`config.mk`:
```
export PLATFORM = sky130hd
export DESIGN_NAME = insn_field_parser
export DESIGN_NICKNAME = d
export VERILOG_FILES = /design/src/rtl/insn_field_parser.sv
export SDC_FILE = /design/constraint.sdc
export NUM_CORES = 1
export LEC_CHECK = 0
export CAP_MARGIN = 30
export CORE_ASPECT_RATIO = 0.6
export CORE_UTILIZATION = 49
export CTS_CLUSTER_DIAMETER = 120
export DETAILED_ROUTE_END_ITERATION = 12
export PLACE_DENSITY = 0.87
export SYNTH_ARGS = -nofsm -noshare
export SYNTH_HDL_FRONTEND = slang
export SYNTH_SLANG_ARGS = --single-unit
```
`constraint.sdc`:
```
create_clock -name clk -period 2.6 [get_ports clk]
set_input_delay 0.52 -clock clk [delete_from_list [all_inputs] [get_ports clk]]
set_output_delay 0.52 -clock clk [all_outputs]
set_load 0.005 [all_outputs]
```
`src/rtl/insn_field_parser.sv`:
```
module insn_field_parser (
  input  logic        clk,
  input  logic        rst,
  input  logic        abort,
  input  logic        in_valid,
  input  logic [7:0]  in_byte,
  output logic        in_ready,
  input  logic        sb_two_byte_op,
  input  logic        sb_has_modrm,
  input  logic        sb_has_sib,
  input  logic [1:0]  sb_disp_code,
  input  logic [1:0]  sb_imm_code,
  input  logic        sb_sext,
  input  logic        sb_wide,
  input  logic        sb_opsize32,
  input  logic        sb_reg_is_ext,
  output logic        done,
  output logic [3:0]  length,
  output logic [15:0] opcode,
  output logic [1:0]  mod_f,
  output logic [2:0]  reg_f,
  output logic [2:0]  rm_f,
  output logic        reg_is_ext,
  output logic [1:0]  scale_f,
  output logic [2:0]  index_f,
  output logic [2:0]  base_f,
  output logic [31:0] disp,
  output logic [31:0] imm
);

  typedef enum logic [2:0] {S_OPC, S_MODRM, S_SIB, S_DISP, S_IMM, S_DONE} state_t;

  state_t      st, nxt;
  logic [1:0]  idx;
  logic [3:0]  len;
  logic        q_two, q_modrm, q_sib, q_sext, q_wide, q_op32, q_ext;
  logic [1:0]  q_disp, q_imm;
  logic [15:0] op_r;
  logic [7:0]  modrm_r, sib_r;
  logic [31:0] disp_r, imm_r;

  function automatic logic [1:0] last_idx(input logic [1:0] code);
    case (code)
      2'd2:    return 2'd1;
      2'd3:    return 2'd3;
      default: return 2'd0;
    endcase
  endfunction

  function automatic logic [3:0] nbytes(input logic [1:0] code);
    case (code)
      2'd1:    return 4'd1;
      2'd2:    return 4'd2;
      2'd3:    return 4'd4;
      default: return 4'd0;
    endcase
  endfunction

  wire acc   = in_valid && in_ready;
  wire first = (st == S_OPC) && (idx == 2'd0);

  wire       e_two   = first ? sb_two_byte_op : q_two;
  wire       e_modrm = first ? sb_has_modrm   : q_modrm;
  wire       e_sib   = first ? sb_has_sib     : q_sib;
  wire [1:0] e_disp  = first ? sb_disp_code   : q_disp;
  wire [1:0] e_imm   = first ? sb_imm_code    : q_imm;

  wire [2:0] after_disp  = (e_imm  != 2'd0) ? S_IMM  : S_DONE;
  wire [2:0] after_sib   = (e_disp != 2'd0) ? S_DISP : after_disp;
  wire [2:0] after_modrm = e_sib   ? S_SIB   : after_sib;
  wire [2:0] after_opc   = e_modrm ? S_MODRM : after_sib;

  logic field_last;
  always_comb begin
    field_last = 1'b1;
    nxt = S_DONE;
    case (st)
      S_OPC:   begin field_last = (idx == {1'b0, e_two}); nxt = state_t'(after_opc); end
      S_MODRM: nxt = state_t'(after_modrm);
      S_SIB:   nxt = state_t'(after_sib);
      S_DISP:  begin field_last = (idx == last_idx(q_disp)); nxt = state_t'(after_disp); end
      S_IMM:   begin field_last = (idx == last_idx(q_imm)); nxt = S_DONE; end
      default: nxt = S_OPC;
    endcase
  end

  always_ff @(posedge clk) begin
    if (rst || abort) begin
      st <= S_OPC;  idx <= 2'd0;  len <= 4'd0;
      q_two <= 1'b0; q_modrm <= 1'b0; q_sib <= 1'b0; q_disp <= 2'd0; q_imm <= 2'd0;
      q_sext <= 1'b0; q_wide <= 1'b0; q_op32 <= 1'b0; q_ext <= 1'b0;
      op_r <= 16'h0; modrm_r <= 8'h0; sib_r <= 8'h0; disp_r <= 32'h0; imm_r <= 32'h0;
    end else if (acc) begin
      if (first) begin
        q_two <= sb_two_byte_op; q_modrm <= sb_has_modrm;
        q_sib <= sb_has_modrm && sb_has_sib;
        q_disp <= sb_disp_code; q_imm <= sb_imm_code;
        q_sext <= sb_sext; q_wide <= sb_wide; q_op32 <= sb_opsize32; q_ext <= sb_reg_is_ext;
        modrm_r <= 8'h0; sib_r <= 8'h0; disp_r <= 32'h0; imm_r <= 32'h0;
        len <= 4'd1;
      end else begin
        len <= len + 4'd1;
      end
      case (st)
        S_OPC:   op_r <= first ? {8'h00, in_byte} : {op_r[7:0], in_byte};
        S_MODRM: modrm_r <= in_byte;
        S_SIB:   sib_r <= in_byte;
        S_DISP:  disp_r[8*idx +: 8] <= in_byte;
        S_IMM:   imm_r[8*idx +: 8] <= in_byte;
        default: ;
      endcase
      if (field_last) begin
        st  <= nxt;
        idx <= 2'd0;
      end else begin
        idx <= idx + 2'd1;
      end
    end else if (st == S_DONE) begin
      st <= S_OPC;
    end
  end

  wire ext8 = q_sext && q_wide && (q_imm == 2'd1);

  assign in_ready   = (st != S_DONE);
  assign done       = (st == S_DONE);
  assign length     = len;
  assign opcode     = op_r;
  assign mod_f      = modrm_r[7:6];
  assign reg_f      = modrm_r[5:3];
  assign rm_f       = modrm_r[2:0];
  assign reg_is_ext = q_ext;
  assign scale_f    = sib_r[7:6];
  assign index_f    = sib_r[5:3];
  assign base_f     = sib_r[2:0];
  assign disp       = disp_r;
  assign imm        = !ext8 ? imm_r :
                      q_op32 ? {{24{imm_r[7]}}, imm_r[7:0]} : {16'h0, {8{imm_r[7]}}, imm_r[7:0]};

  wire [3:0] want_len = (q_two ? 4'd2 : 4'd1) + {3'b0, q_modrm} + {3'b0, q_sib}
                        + nbytes(q_disp) + nbytes(q_imm);

  AST_DONE_PULSE: assert property (@(posedge clk) disable iff (rst) done |=> !done);
  AST_LEN_MATCH: assert property (@(posedge clk) disable iff (rst) done |-> length == want_len);
  AST_LEN_RANGE: assert property (@(posedge clk) disable iff (rst) done |-> (length >= 4'd1 && length <= 4'd12));
  AST_ABORT_CLEAR: assert property (@(posedge clk) disable iff (rst) abort |=> (!done && length == 4'd0));
  AST_IMM_NO_EXT: assert property (@(posedge clk) disable iff (rst) (done && q_imm == 2'd1 && !q_sext) |-> imm[31:8] == 24'h0);
  AST_SIB_ABSENT: assert property (@(posedge clk) disable iff (rst) (done && !q_sib) |-> {scale_f, index_f, base_f} == 8'h0);

endmodule

```
==> impl_metrics.csv <==
group,metric,value,unit
final_layout,final_cells,859,
timing,period_share,96.0,%
min_path,hold_class,"reg -> reg",
yosys,ys_warn_count,0,
yosys,synth_cell_type_count,51,
global_routing,grt_util_all_layers,29.2,%
timing,hold_slack,452,ps
global_routing,grt_max_degree,54,
critical_path,endpoint_kind,"output port",
floorplan,core,9460,sq um
pwr,p_leak,2.45,nW
yosys,synth_top_area_cell,"dfxtp_1",
critical_path,cp_slowest_cell,"clkdlybuf4s50_1",
detailed_routing,routedWlPerCell,17.7,um
global_routing,gr-total-overflow,0,
final_layout,fill_cells,688,
final_layout,drive_above_1_share,9.74,%
placement,place_inst,826,
detailed_routing,vias_per_cell,5.88,
yosys,synth.avg_cell_area,8.11,sq um
final_layout,fin_area,6880,sq um
timing,fin_crit,2500,ps
floorplan,die-width,131,um
final_layout,fin_nets,745,
cts,cts.sinks,116,
placement,placed_cell_area,6220,sq um
critical_path,worstSetupStartpointType,"flop",
cts,cts-buffers-inserted,17,
timing,finalSetupViolCount,0,
critical_path,critPathArrivalTime,1980,ps
floorplan,fp.dieH,79.6,um
floorplan,start_util,51.9,%
flow_run,drv_cap,0,
critical_path,max_stage_delay,500,ps
floorplan,num_io_pins,126,
critical_path,path_max_fanout,8,
yosys,ys_ff_latch,116,
pwr,peakVddDrop,0.593,mV
yosys,synthTopCellsByArea,"dfxtp_1 47%, a22oi_1 9.8%, nand2_1 9.5%",
placement,gp_congestion,0.866,
global_routing,grt_pass1_wl,23.7,mm
final_layout,final_core_util,72.7,%
detailed_routing,routed_wl,15.2,mm
floorplan,rows,27,
final_layout,regArea,2330,sq um
cts,clkSlewWorstSetupHoldPaths,50,ps
global_routing,antenna_found_initial,0,
placement,io_buffers,125,
critical_path,crit_required,2080,ps
detailed_routing,dr.pass1.iters,6,
cts,postCtsSetupBuffers,0,
detailed_routing,ant_nets,0,
timing,skew,8.51,ps
timing,setup_ws,104,ps
placement,hpwl,10.0,mm
pwr,power_density,664,nW/um^2
final_layout,antenna_cells,0,
yosys,syn_area,4910,sq um
critical_path,crit_type,"reg -> out",
final_layout,final_cell_mix,"125 x clkdlybuf4s50_1, 123 x nand2_1, 113 x dfxtp_1",
critical_path,crit_path_cell_trace,"nand4b_1 -> inv_2 -> nand3_4 -> nand2_1 -> clkdlybuf4s50_1",
final_layout,area_growth_syn_to_layout,40.0,%
yosys,synth_edf_count,0,
timing,maxSlewHeadroom,48.7,%
cts,cts_tree,"built",
timing,tns,0,ps
detailed_routing,drtIter0Drc,634,
global_routing,first_global_vias,4535,
placement,post-place-ws,97.6,ps
timing,hold_viol,0,
yosys,synthArstFlopShare,0,%
timing,fmax,401,MHz
pwr,power,4.57,mW
detailed_routing,drcViolationCount,0,
cts,cts_buffer_depth,2,
cts,root_buffer,"clkbuf_16",
timing,rsz0062_at_grt,"no",
cts,htree_levels,4,
yosys,syn-instance-count,606,
timing,worst_pin_slew,769,ps
yosys,netlist.area_leader.share,47.3,%
floorplan,die_area,10400,sq um
final_layout,multi_input_area,2360,sq um
timing,drv_slew,0,
yosys,yosysSeqAreaShare,47.3,%
outcome,status,"complete, no violations",
detailed_routing,vias,5048,
final_layout,layout_commonest_cell,"clkdlybuf4s50_1",
cts,cts_hold_buffers,0,
cts,clk_latency,410,ps
yosys,synth_ff_type,"dfxtp_1",
yosys,synth_nets,635,
Yosys cell counts, drive strengths merged, types with 4 or more instances:
master	number
and3	4
inv	5
clkbuf	28
nand3b	11
a22oi	64
buf	22
ha	6
dfxtp	116
nor3	6
o21ai	4
nor2	85
nand3	29
a21oi	62
nand2	124
where the power goes:
group	leakage, nW	internal [mW]	switching [mW]
combinational	1.22	0.121	0.221
clock	0.290	1.58	0.827
sequential	0.937	1.79	0.0231
cells by family after synthesis:
| group | count (synthesis) | synth area share [%] |
|---|---|---|
| fa+ha+maj | 6 | 1.53 |
| flops | 116 | 47.3 |
| buf+inv | 55 | 5.45 |
| xor+xnor | 5 | 0.891 |
| mux | 2 | 0.407 |
| simple gates | 275 | 24.5 |
| compound gates | 147 | 19.9 |
metal layers:
layer	vias to the layer above	global-route usage, %	part of all wire (%)	wire length [um]
li1	2318	-	-	-
met1	2391	39.0	44	6680
met5	-	0	0	0
met3	41	8.00	10	1560
met4	0	10.7	1.8	272
met2	298	45.5	44	6670
cell type report:
class,count,area share [%]
clock inverter,12,2.20
inverter,5,0.273
sequential,116,33.8
timing repair buffer,140,20.3
clock buffer,20,6.79
multi-input combinational,436,34.3
tap,130,2.37
critical path, delay by kind of cell, from the launching register on:
family                 cells  cell delay (ps)
buffers and inverters      2              680
AND/OR/NAND/NOR            3              540
flip-flops                 1              350
sequential cells by signal, summed over array words and instances, names as in the netlist:
signal      flops
disp           32
idx             2
imm_r          32
length          4
modrm_r         8
opcode         16
q_disp          2
q_imm           2
q_modrm         1
q_op32          1
q_sext          1
q_sib           1
q_two           1
q_wide          1
reg_is_ext      1
sib_r           8
st              3
path summary, 6_finish.rpt:
kind	from	cells after the start	to	slack, ps
worst max-delay path	q_imm[1]$_SDFFE_PP0P_	5	imm[28]	100
worst min-delay path	opcode[13]$_SDFFE_PP0P_	2	opcode[13]$_SDFFE_PP0P_	450
worst max register to register	idx[0]$_SDFFE_PP0P_	8	idx[1]$_SDFFE_PP0P_	140
worst min register to register	opcode[13]$_SDFFE_PP0P_	2	opcode[13]$_SDFFE_PP0P_	450
what timing repair did:
action	in CTS	in global routing
setup endpoints to repair	16	25
gates cloned	0	1
pin swaps	0	1
resized for setup	2	7
No activity file was read; power rests on OpenSTA's default activity.
